`config.mk`:
```
export PLATFORM = sky130hd
export DESIGN_NAME = lvlack_hs_ctrl
export DESIGN_NICKNAME = d
export VERILOG_FILES = /design/src/rtl/lvlack_pkg.sv /design/src/rtl/lvlack_req_sync.sv /design/src/rtl/lvlack_settle_timer.sv /design/src/rtl/lvlack_hs_fsm.sv /design/src/rtl/lvlack_hs_ctrl.sv
export SDC_FILE = /design/constraint.sdc
export NUM_CORES = 1
export LEC_CHECK = 0
export BUFFER_PORTS_ARGS = -buffer_cell sky130_fd_sc_hd__buf_2
export CORE_ASPECT_RATIO = 2
export CORE_MARGIN = 3
export CORE_UTILIZATION = 40
export CTS_CLUSTER_SIZE = 25
export DETAILED_ROUTE_END_ITERATION = 8
export MAX_ROUTING_LAYER = met4
export PLACE_DENSITY_LB_ADDON = 0.05
export SLEW_MARGIN = 40
export SYNTH_ARGS = -nofsm -noshare
export SYNTH_HDL_FRONTEND = slang
export SYNTH_SLANG_ARGS = --single-unit
```
`constraint.sdc`:
```
create_clock -name clk_i -period 1.55 [get_ports clk_i]
set_input_delay 0.0775 -clock clk_i [delete_from_list [all_inputs] [get_ports clk_i]]
set_output_delay 0.0775 -clock clk_i [all_outputs]
set_load 0.02 [all_outputs]
```
`src/rtl/lvlack_pkg.sv`:
```
package lvlack_pkg;
  typedef enum logic [1:0] {
    HS_WAIT   = 2'd0,
    HS_SETTLE = 2'd1,
    HS_ACKED  = 2'd2
  } hs_state_e;
endpackage

```
`src/rtl/lvlack_req_sync.sv`:
```
module lvlack_req_sync #(
  parameter int unsigned STAGES = 2
) (
  input  logic clk_i,
  input  logic rst_ni,
  input  logic req_i,
  input  logic act_low_i,
  output logic edge_o
);
  logic [STAGES-1:0] sync_q;
  logic              act;
  logic              prev_q;

  generate
    if (STAGES == 1) begin : g_one
      always_ff @(posedge clk_i or negedge rst_ni) begin
        if (!rst_ni) sync_q <= '0;
        else         sync_q <= req_i;
      end
    end else begin : g_chain
      always_ff @(posedge clk_i or negedge rst_ni) begin
        if (!rst_ni) sync_q <= '0;
        else         sync_q <= {sync_q[STAGES-2:0], req_i};
      end
    end
  endgenerate

  assign act = sync_q[STAGES-1] ^ act_low_i;

  // prev starts "active" so no edge is seen until request has been inactive
  always_ff @(posedge clk_i or negedge rst_ni) begin
    if (!rst_ni) prev_q <= 1'b1;
    else         prev_q <= act;
  end

  assign edge_o = act & ~prev_q;
endmodule

```
`src/rtl/lvlack_settle_timer.sv`:
```
module lvlack_settle_timer #(
  parameter int unsigned STEP_CYC = 10,
  parameter int unsigned DLY_W    = 3
) (
  input  logic             clk_i,
  input  logic             rst_ni,
  input  logic             start_i,
  input  logic [DLY_W-1:0] dly_i,
  output logic             zero_o,
  output logic             last_o
);
  localparam int unsigned MAX_LEN = ((1 << DLY_W) - 1) * STEP_CYC;
  localparam int unsigned CNT_W   = (MAX_LEN < 2) ? 1 : $clog2(MAX_LEN + 1);

  logic [CNT_W-1:0] len;
  logic [CNT_W-1:0] cnt_q;

  assign len    = CNT_W'(dly_i) * CNT_W'(STEP_CYC);
  assign zero_o = (len == '0);
  assign last_o = (cnt_q == CNT_W'(1));

  always_ff @(posedge clk_i or negedge rst_ni) begin
    if (!rst_ni)             cnt_q <= '0;
    else if (start_i)        cnt_q <= len;
    else if (cnt_q != '0)    cnt_q <= cnt_q - 1'b1;
  end
endmodule

```
`src/rtl/lvlack_hs_fsm.sv`:
```
module lvlack_hs_fsm
  import lvlack_pkg::*;
(
  input  logic clk_i,
  input  logic rst_ni,
  input  logic ready_i,
  input  logic req_edge_i,
  input  logic tmr_zero_i,
  input  logic tmr_last_i,
  output logic start_o,
  output logic wait_o,
  output logic ack_act_o,
  output logic capture_o,
  output logic stray_o
);
  hs_state_e state_q, state_d;

  assign wait_o    = (state_q == HS_WAIT);
  assign ack_act_o = (state_q == HS_ACKED);
  assign start_o   = wait_o & ready_i;
  assign capture_o = ack_act_o & req_edge_i;
  assign stray_o   = ~ack_act_o & req_edge_i;

  always_comb begin
    state_d = state_q;
    unique case (state_q)
      HS_WAIT:   if (ready_i) state_d = tmr_zero_i ? HS_ACKED : HS_SETTLE;
      HS_SETTLE: if (tmr_last_i) state_d = HS_ACKED;
      HS_ACKED:  if (req_edge_i) state_d = HS_WAIT;
      default:   state_d = HS_WAIT;
    endcase
  end

  always_ff @(posedge clk_i or negedge rst_ni) begin
    if (!rst_ni) state_q <= HS_WAIT;
    else         state_q <= state_d;
  end
endmodule

```
`src/rtl/lvlack_hs_ctrl.sv`:
```
module lvlack_hs_ctrl #(
  parameter int unsigned W        = 8,
  parameter int unsigned DLY_W    = 3,
  parameter int unsigned STEP_CYC = 10,
  parameter int unsigned SYNC_STG = 2
) (
  input  logic             clk_i,
  input  logic             rst_ni,
  input  logic             cfg_dir_out_i,
  input  logic             cfg_req_low_i,
  input  logic             cfg_ack_low_i,
  input  logic [DLY_W-1:0] cfg_dly_i,
  input  logic             cfg_out_latch_i,
  input  logic             req_i,
  output logic             ack_o,
  input  logic [W-1:0]     port_d_i,
  output logic [W-1:0]     port_d_o,
  output logic [W-1:0]     rx_data_o,
  output logic             rx_valid_o,
  input  logic             rx_ready_i,
  input  logic [W-1:0]     tx_data_i,
  input  logic             tx_valid_i,
  output logic             tx_ready_o,
  output logic             err_o,
  input  logic             err_clr_i
);
  logic req_edge, ready, start, in_wait, ack_act, capture, stray;
  logic tmr_zero, tmr_last, accept;
  logic [W-1:0] stage_q;

  lvlack_req_sync #(.STAGES(SYNC_STG)) u_sync (
    .clk_i    (clk_i),
    .rst_ni   (rst_ni),
    .req_i    (req_i),
    .act_low_i(cfg_req_low_i),
    .edge_o   (req_edge)
  );

  lvlack_settle_timer #(.STEP_CYC(STEP_CYC), .DLY_W(DLY_W)) u_tmr (
    .clk_i  (clk_i),
    .rst_ni (rst_ni),
    .start_i(start),
    .dly_i  (cfg_dly_i),
    .zero_o (tmr_zero),
    .last_o (tmr_last)
  );

  lvlack_hs_fsm u_fsm (
    .clk_i     (clk_i),
    .rst_ni    (rst_ni),
    .ready_i   (ready),
    .req_edge_i(req_edge),
    .tmr_zero_i(tmr_zero),
    .tmr_last_i(tmr_last),
    .start_o   (start),
    .wait_o    (in_wait),
    .ack_act_o (ack_act),
    .capture_o (capture),
    .stray_o   (stray)
  );

  assign ready      = cfg_dir_out_i ? tx_valid_i : ~rx_valid_o;
  assign tx_ready_o = cfg_dir_out_i & in_wait;
  assign accept     = tx_ready_o & tx_valid_i;
  assign ack_o      = ack_act ^ cfg_ack_low_i;

  // receive path
  always_ff @(posedge clk_i or negedge rst_ni) begin
    if (!rst_ni) begin
      rx_data_o  <= '0;
      rx_valid_o <= 1'b0;
    end else if (capture && !cfg_dir_out_i) begin
      rx_data_o  <= port_d_i;
      rx_valid_o <= 1'b1;
    end else if (rx_valid_o && rx_ready_i) begin
      rx_valid_o <= 1'b0;
    end
  end

  // send path
  always_ff @(posedge clk_i or negedge rst_ni) begin
    if (!rst_ni) begin
      stage_q  <= '0;
      port_d_o <= '0;
    end else begin
      if (accept) stage_q <= tx_data_i;
      if (accept && !cfg_out_latch_i)
        port_d_o <= tx_data_i;
      else if (capture && cfg_dir_out_i && cfg_out_latch_i)
        port_d_o <= stage_q;
    end
  end

  // set wins over clear
  always_ff @(posedge clk_i or negedge rst_ni) begin
    if (!rst_ni)        err_o <= 1'b0;
    else if (stray)     err_o <= 1'b1;
    else if (err_clr_i) err_o <= 1'b0;
  end
endmodule


```
* After elaboration in Yosys (flattened, before gate mapping)
Cells that the tools add are included.
** Word-level totals
- Word-level logic and storage cells :: 57
- Bits in registers :: 38
- Input port bits :: 29
** Operators by class
- Eq/ne operators :: 6
- Add/subtract/negate cells :: 1
- Multiplexer cells :: 14
- Reduce and logical (&&, ||, !) cells :: 15
- Bitwise logic cells :: 11
- Multipliers :: 1
** Operators with widths (count)
- two-way mux 8 bit :: 2
- two-way mux 7 bit :: 2
- two-way mux 2 bit :: 4
- nonzero test 2 bit :: 4
- equality test 7 x 1 -> 1 bit, second input constant :: 1
- zero test 7 bit :: 1
- nonzero test 7 bit :: 1
- subtractor 7 x 1 -> 7 bit, second input constant :: 1
- bitwise AND 1 bit :: 6
- multiplier 3 x 3 -> 6 bit, second input constant :: 1
- one-hot mux 2 bit (3 select lines) :: 1
- logical AND 1 bit :: 5
- two-way mux 1 bit :: 5
- inequality test 2 x 1 -> 1 bit, second input constant :: 2
- inverter 1 bit :: 3
- AND reduction 3 bit :: 1
- equality test 2 x 1 -> 1 bit, second input constant :: 1
- equality test 2 bit, second input constant :: 1
- zero test 1 bit :: 2
- zero test 2 bit :: 1
- inequality test 2 bit, second input constant :: 1
- bitwise XOR 1 bit :: 2

* Longest topological paths before layout
Gate-level depths: netlist (run 1).
- Word-level depth :: 7
- Depth in mapped cells :: 7
- Gate-level depth less buffers :: 6

* Cells and area by module
From an unflattened synthesis (run 1), not the netlist that was laid out.
** Second synthesis, totals
- Cells, all modules :: 156
- Area, all modules :: 1853.0 um^2
** Modules (own cells, without submodules)
- lvlack_hs_ctrl :: cells each 79, seq. area each 650.6 um^2, instances 1, area an instance 1082.3 um^2
- lvlack_settle_timer :: cells each 58, seq. area each 175.2 um^2, instances 1, area an instance 549.3 um^2
- lvlack_hs_fsm :: cells each 14, seq. area each 50.0 um^2, instances 1, area an instance 127.6 um^2
- lvlack_req_sync :: cells each 5, seq. area each 76.3 um^2, instances 1, area an instance 93.8 um^2

* Least setup slack after synthesis (run 1)
No wires, ideal clock.
- Path type :: register to register
- Start point :: register u_sync.sync_q[1]
- End point :: register rx_data_o[0]
- Arrival :: 1.326 ns
- Stages on the path, launching flop included :: 5
- Library setup time :: 0.125 ns
- Slack :: 0.099 ns
- Required time :: 1.425 ns
- Clock period less this slack :: 1.451 ns
- Path through :: dfrtp_1 > xor2_1 > nand2b_1 > nor3_4 > mux2_2
** On the way
- Cells in the longest elaborated chain, start to end :: 4
** Ends and longest elaborated chain
- start, declared :: RTL line lvlack_req_sync.sv:10 : logic [STAGES-1:0] sync_q;
- start signal, assigned :: RTL line lvlack_req_sync.sv:23 : else sync_q <= {sync_q[STAGES-2:0], req_i};
- bitwise XOR 1 bit :: RTL line lvlack_req_sync.sv:28 : assign act = sync_q[STAGES-1] ^ act_low_i;
- via u_sync.act :: RTL line lvlack_req_sync.sv:11 : logic act;
- bitwise AND 1 bit :: RTL line lvlack_req_sync.sv:36 : assign edge_o = act & ~prev_q;
- bitwise AND 1 bit :: RTL line lvlack_hs_fsm.sv:21 : assign capture_o = ack_act_o & req_edge_i;
- logical AND 1 bit :: RTL line lvlack_hs_ctrl.sv:72 : end else if (capture && !cfg_dir_out_i) begin
- end signal, assigned :: RTL line lvlack_hs_ctrl.sv:73 : rx_data_o <= port_d_i;
- end, declared :: RTL line lvlack_hs_ctrl.sv:18 : output logic [W-1:0] rx_data_o,
The timed path passes the listed nets, and every way through them passes these cells.
A chain may end at the register's enable or synchronous reset.

* Final worst setup path (run 1)
Same ends and word-level chain as after synthesis.

==> metrics.txt, run 1 <==
routed wire length=3834 um; Sink Count=38; top cells by area, synth=dfrtp_1, mux2_2, mux2i_1; pin slew with the least headroom to its limit=around 0.48 ns; Clock Path Buffers=2; die area=0.005370 mm^2; most frequent cells after synthesis=dfrtp_1, nor2_1, mux2_2; Cells after DPL=about 260; # IOs=49; worst path arrival time=1.66 ns; Antenna Cells=0; PnR Total Power=about 0.0037 W; run status=complete, no violations; final non-filler cell total=270; per-cell routed wire length=approximately 14 um; port buffer count=48; Synth Area in Simple Gates=between 10% and 20%; worst r2r src=u_sync.sync_q[1]$_DFF_PN0_; Post-route DRC=0; Slew Limit Fails=0; main combinational cell family by area after synthesis=multiplexers; Die H=approximately 100 um; Yosys top cell area share=51.64%; XOR/XNOR Fraction of Synth Area=2.931%; Leak=approximately 1.1 nW; vias in the first global route=around 1500; Synth Area per Inst=between 10 and 15 um^2; # nets final=253; Tcrit/Tclk final=between 90% and 100%; count leader, synth=dfrtp_1; RSZ-0062 raised after global routing=yes; layout cells sized above 1=between 40% and 50%; Rows=33; FF/Latch Area=953.4 um^2; Synth cell types=35; Root Driver=clkbuf_8; CTS H-tree depth=2; CP Max Fanout=9; largest net degree at the start of global routing=39; vias=about 1400; hold crit path type=in -> reg; maxcap violations=0; Fin. Hold Viols=0; FILL cells=about 400; Async SR Flop Fraction=between 90% and 100%; Power Dens Cells=1581 mW/mm^2; fmax=0.6740 GHz; min-delay src=port_d_i[1]; Area Overhead vs Synth=30.15%; via/cell ratio=around 5; synthesized flop and latch total=38; final worst path period need=between 1 and 1.5 ns; post-synthesis sequential area ratio=between 50% and 60%; Pre-antenna DRT Iters=4; critical path type=reg -> reg; clk_lat worst skew=~0.29 ns; number of synthesized flops with an enable pin=0; mux share of post-synthesis cell area=roughly 15%; required time worst endpoint=~1.7 ns; mapped cell area=between 0.0015 and 0.002 mm^2; Slew headroom=between 60 and 70%; HPWL Detailed=2971 um; total gr overflow=0; CP startpoint=u_sync.sync_q[1]$_DFF_PN0_; Clock transition at path regs=0.08 ns; Worst Skew=between 0.004 and 0.005 ns; count of final setup violators=0; gr usage total=approximately 17%; YS warnings=0; area taken by multi-input logic gates=about 800 um^2; Initial DRC Count=10; Crit. End Element=flip-flop; post-detailed-route count of antenna-violating nets=0; CP startpoint kind=flip-flop; global placement routability congestion=about 0.75; Starting Density=between 40% and 50%; compound-gate portion of the synthesized area=between 7 and 8%; initial antenna violation count=0; Syn Nets=190; fraction of the mapped netlist area in adder cells=4.885%; CTS tree=done; Main synth FF type=dfrtp_1; CTS Buf Count=5; Die Wd=~53 um; most area-hungry cell type in the Yosys netlist=dfrtp_1; core area=between 0.004 and 0.005 mm^2; Max VDD drop=between 0.9 and 1 mV; first-pass GRT wire length=around 6400 um; cell count after synthesis=~150
[final cells by class]
| class | count | share of cell area [%] |
|---|---|---|
| sequential | 38 | 40.86 |
| multi-input combinational | 103 | 34.42 |
| timing repair buffer | 61 | 15.98 |
| clock buffer | 5 | 2.949 |
| tap | 52 | 2.788 |
| clock inverter | 3 | 1.716 |
| inverter | 8 | 1.287 |
[per-stage QoR]
step | setup slack, ns | instance area, um^2 | hold WS (ns) | setup TNS, ns | util [%]
final | 0.06642 | 2333 | 0.01590 | 0 | 55.41
after floorplan | 0.09872 | 1793 | -0.2181 | 0 | -
after global routing | -0.01537 | 2333 | 0.008283 | -0.04978 | 55.41
after CTS | 0.004702 | 2303 | 0.005622 | 0 | 54.69
after detailed placement | -0.01400 | 2145 | 0.1615 | -0.01734 | 50.92
after global placement | 0.02875 | 2145 | 0.1523 | 0 | 50.92
[worst max-delay path, cell delays in order, from the launching register on]
cell	delay, ns
dfrtp_1	0.39
xor2_2	0.17
nand2b_1	0.13
nor3_4	0.18
buf_12	0.16
mux2_2	0.33
[worst paths after layout]
kind / slack [ns] / end / cells past startpoint
worst max-delay path: 0.07 / rx_data_o[0]$_DFFE_PN0P_ / 5
worst min-delay path: 0.02 / rx_data_o[1]$_DFFE_PN0P_ / 2
worst max register to register: 0.07 / rx_data_o[0]$_DFFE_PN0P_ / 5
worst min register to register: 0.35 / u_sync.sync_q[1]$_DFF_PN0_ / 0
max in group asynchronous: 0.84 / u_sync.prev_q$_DFF_PN1_ / 3
min in group asynchronous: 0.35 / err_o$_DFFE_PN0P_ / 3
[per-layer routing]
metal,vias to the layer above,share of wire (%),global-route usage (%)
met3,6,4.0,3.556
met4,0,2.0,7.087
met1,663,36,16.34
met2,34,58,30.65
met5,-,0,-
li1,653,-,-
[cells by family after synthesis]
| family | Yosys count |
|---|---|
| DFF | 38 |
| and+or+nand+nor | 45 |
| adders and majority gates | 7 |
| buffers and inverters | 13 |
| muxes | 25 |
| AOI/OAI and AO/OA | 20 |
| xor gates and xnor gates | 6 |
[flip-flops by register name (all words and copies together) (netlist names)]
name	cells
port_d_o	8
stage_q	8
u_sync.prev_q	1
rx_data_o	8
u_tmr.cnt_q	7
u_fsm.state_q	2
u_sync.sync_q	2
err_o	1
rx_valid_o	1
[power by group]
part	internal [W]	total, W	switching [W]
clock network	0.000474	0.000828	0.000355
logic	0.000602	0.00127	0.000664
registers	0.00136	0.00159	0.000236
[cells in the final DEF, fill, tap and decap left out, types with 2 or more instances in the layout]
cell	count
clkbuf_8	5
nand3_1	3
dlygate4sd3_1	4
buf_12	2
buf_2	48
dfrtp_1	36
mux2i_1	9
inv_1	8
and3_1	2
buf_4	7
mux2_2	15
nand2_1	7
nor2_1	17
and2_1	2
clkinv_2	2
nor3_1	3
ha_1	7
o31ai_1	3
nand2b_1	2
xnor2_1	4
a21oi_1	9
[timing repair]
action	CTS	global route
gates resized for setup	2	4
buffers inserted	0	2
hold buffers	4	0
hold endpoints to repair	40	0
gates cloned	0	0
setup endpoints to repair	16	17
No activity file was read; power rests on OpenSTA's default activity.
==> inputs of run 2 (changes only) <==
ABC_AREA = 1   (was unset)
==> run 2 against run 1 <==
Register-to-register slack improved by 0.10 ns. Sequential share of layout area shrank 3.8 points. Design area grew 10%.
==> metrics.txt, run 2 <==
Sink Count=38; count leader, synth=nand2_1; core area=0.004910 mm^2; top sig layer=met4; initial antenna violation count=0; Synth cell types=23; Leak=~1.4 nW; Syn Nets=279; required time worst endpoint=~1.5 ns; FF-to-FF path depth=8; die area=just over 0.006 mm^2; Initial DRC Count=43; vias=1708; Post-route DRC=0; Starting Density=between 40% and 50%; CTS tree=done; final core occ=between 50% and 60%; synthesized flop and latch total=38; top cells by area, synth=dfrtp_1, nand2_1, inv_1; vias in the first global route=1722; mapped cell area=~0.0020 mm^2; first-pass GRT wire length=between 7000 and 8000 um; CP Max Fanout=6; met1 WL=roughly 1800 um; pin slew with the least headroom to its limit=0.6578 ns; Area Overhead vs Synth=25.75%; Detail Route met3 WL=131 um; final worst path period need=about 1.4 ns; Synth Area per Inst=8.419 um^2; WL met2=between 2000 and 3000 um; Placement Cell Area=around 0.0023 mm^2; Power Dens Cells=1867 mW/mm^2; Root Driver=clkbuf_8; CTS H-tree depth=2; Tcrit/Tclk final=between 90% and 100%; Clock transition at path regs=around 0.08 ns; layout cells sized above 1=~31%; most area-hungry cell type in the Yosys netlist=dfrtp_1; CP startpoint kind=flip-flop; routed wire length=approximately 4500 um; worst path arrival time=1.35 ns; run status=complete, no violations; Slew Limit Fails=0; Max VDD drop=roughly 1.1 mV; Rows=36; FILL cells=503; Pre-antenna DRT Iters=4; # nets final=340; hold crit path type=in -> reg; total gr overflow=0; Antenna Cells=0; CTS Buf Count=5; number of synthesized flops with an enable pin=0; Die Wd=~57 um; Yosys top cell area share=approximately 45%; via/cell ratio=approximately 4.7; total negative setup slack=0 ns; Top Registers=port_d_o x8, rx_data_o x8, stage_q x8; post-detailed-route count of antenna-violating nets=0; Fin. Hold Viols=0; final instance area=around 0.0026 mm^2; HPWL Detailed=3383 um; fmax=roughly 0.7 GHz; final non-filler cell total=approximately 360; Async SR Flop Fraction=between 90% and 100%; maxcap violations=0; global placement routability congestion=slightly above 0.9; Crit. End Element=output pin; gr usage total=~17%; Slew headroom=56.15%; RSZ-0062 raised after global routing=no; post-synthesis sequential area ratio=between 40% and 50%; Cells after DPL=between 300 and 400; largest net degree at the start of global routing=29; Main synth FF type=dfrtp_1; most frequent cells after synthesis=nand2_1, inv_1, dfrtp_1; fin worst setup slack=~0.12 ns; Worst Skew=between 0.004 and 0.005 ns; count of final setup violators=0; per-cell routed wire length=approximately 12 um; critical path type=reg -> out; YS warnings=0; Clock Path Buffers=2; Die H=about 110 um; cell count after synthesis=about 240; commonest non-fill, non-tap cell in the layout=nand2_1; port buffer count=48; Hold Path Depth=3; clk_lat worst skew=0.29 ns; commonest non-fill, non-tap cells in the layout=nand2_1, buf_2, inv_1; Place WS=0.05494 ns; # IOs=a little under 50
## run 2: changes by cell type in the layout (fill, tap and decap cells not counted), sizes merged, moves of 3 or more
cell | before | now
nor3 | 5 | 1
mux2 | 16 | 0
buf | 57 | 53
o21ai | 1 | 30
nand4 | 0 | 6
xnor2 | 4 | 0
nand3 | 3 | 18
a21oi | 9 | 2
mux2i | 9 | 0
inv | 8 | 42
nand2b | 4 | 0
nand2 | 7 | 75
o31ai | 3 | 0
## run 2: path summary, 6_finish.rpt
kind / startpoint / endpoint / slack [ns]
max: u_fsm.state_q[0]$_DFFE_PN0P_ / ack_o / 0.12
min: port_d_i[0] / rx_data_o[0]$_DFFE_PN0P_ / 0.03
max reg2reg: u_tmr.cnt_q[4]$_DFFE_PN0P_ / u_tmr.cnt_q[6]$_DFFE_PN0P_ / 0.17
min reg2reg: u_sync.sync_q[0]$_DFF_PN0_ / u_sync.sync_q[1]$_DFF_PN0_ / 0.37
max in group asynchronous: rst_ni / stage_q[6]$_DFFE_PN0P_ / 0.63
min in group asynchronous: rst_ni / u_tmr.cnt_q[4]$_DFFE_PN0P_ / 0.35
## run 2: logic make-up (layout without fill, tap and decap cells)
logic type               after synthesis  after routing  synth area share (%)
buffers and inverters                 46            107                 9.908
AO/OA/AOI/OAI                         33             33                 11.07
AND/OR/NAND/NOR                      116            117                 26.91
XOR/XNOR                               3              3                 1.285
adder cells (fa/ha/maj)                7              7                 4.281
flip-flops                            38             38                 46.54
## run 2: through the flow
| step | hold slack, ns | power (W) |
|---|---|---|
| 6_report | 0.02588 | 0.004802 |
| 2_1_floorplan | -0.2181 | 0.003145 |
| 5_1_grt | 0.01903 | 0.005205 |
| 3_3_place_gp | 0.1511 | 0.003733 |
| 3_5_place_dp | 0.1485 | 0.003745 |
| 4_1_cts | 0.01724 | 0.004821 |
## run 2: final cells by class
cell class                      count  area (um^2)  share of cell area [%]
Timing Repair Buffer               57        330.3                   12.84
Multi-Input combinational cell    160        917.1                   35.65
Clock inverter                      2        60.06                   2.335
Tap cell                           57        71.32                   2.772
Clock buffer                        6        82.58                   3.210
Inverter                           42        157.7                   6.128
Sequential cell                    38        953.4                   37.06
## run 2: power breakdown
part           total, W  switching (W)  internal (W)  leakage, nW
Sequential      0.00171       0.000281       0.00143        0.473
Combinational   0.00205        0.00128      0.000777        0.891
Clock           0.00104       0.000353      0.000687       0.0714
Total           0.00480        0.00191       0.00289         1.44
## run 2: critical path: stages, from the launching register on
cell	delay, ns
dfrtp_1	0.48
nor2_4	0.25
xor2_1	0.15
buf_2	0.17
## run 2: timing repair
action / CTS / global route
hold buffers: 4 / 0
endpoints found under the setup margin: 0 / 14
gates resized for setup: 0 / 3
hold endpoints to repair: 28 / 0
setup buffers: 0 / 1
## run 2: layer usage
| metal | vias to the layer above | track usage (%) |
|---|---|---|
| li1 | 889 | - |
| met1 | 776 | 17.99 |
| met2 | 34 | 28.97 |
| met3 | 9 | 2.771 |
| met4 | 0 | 7.810 |
| met5 | - | - |
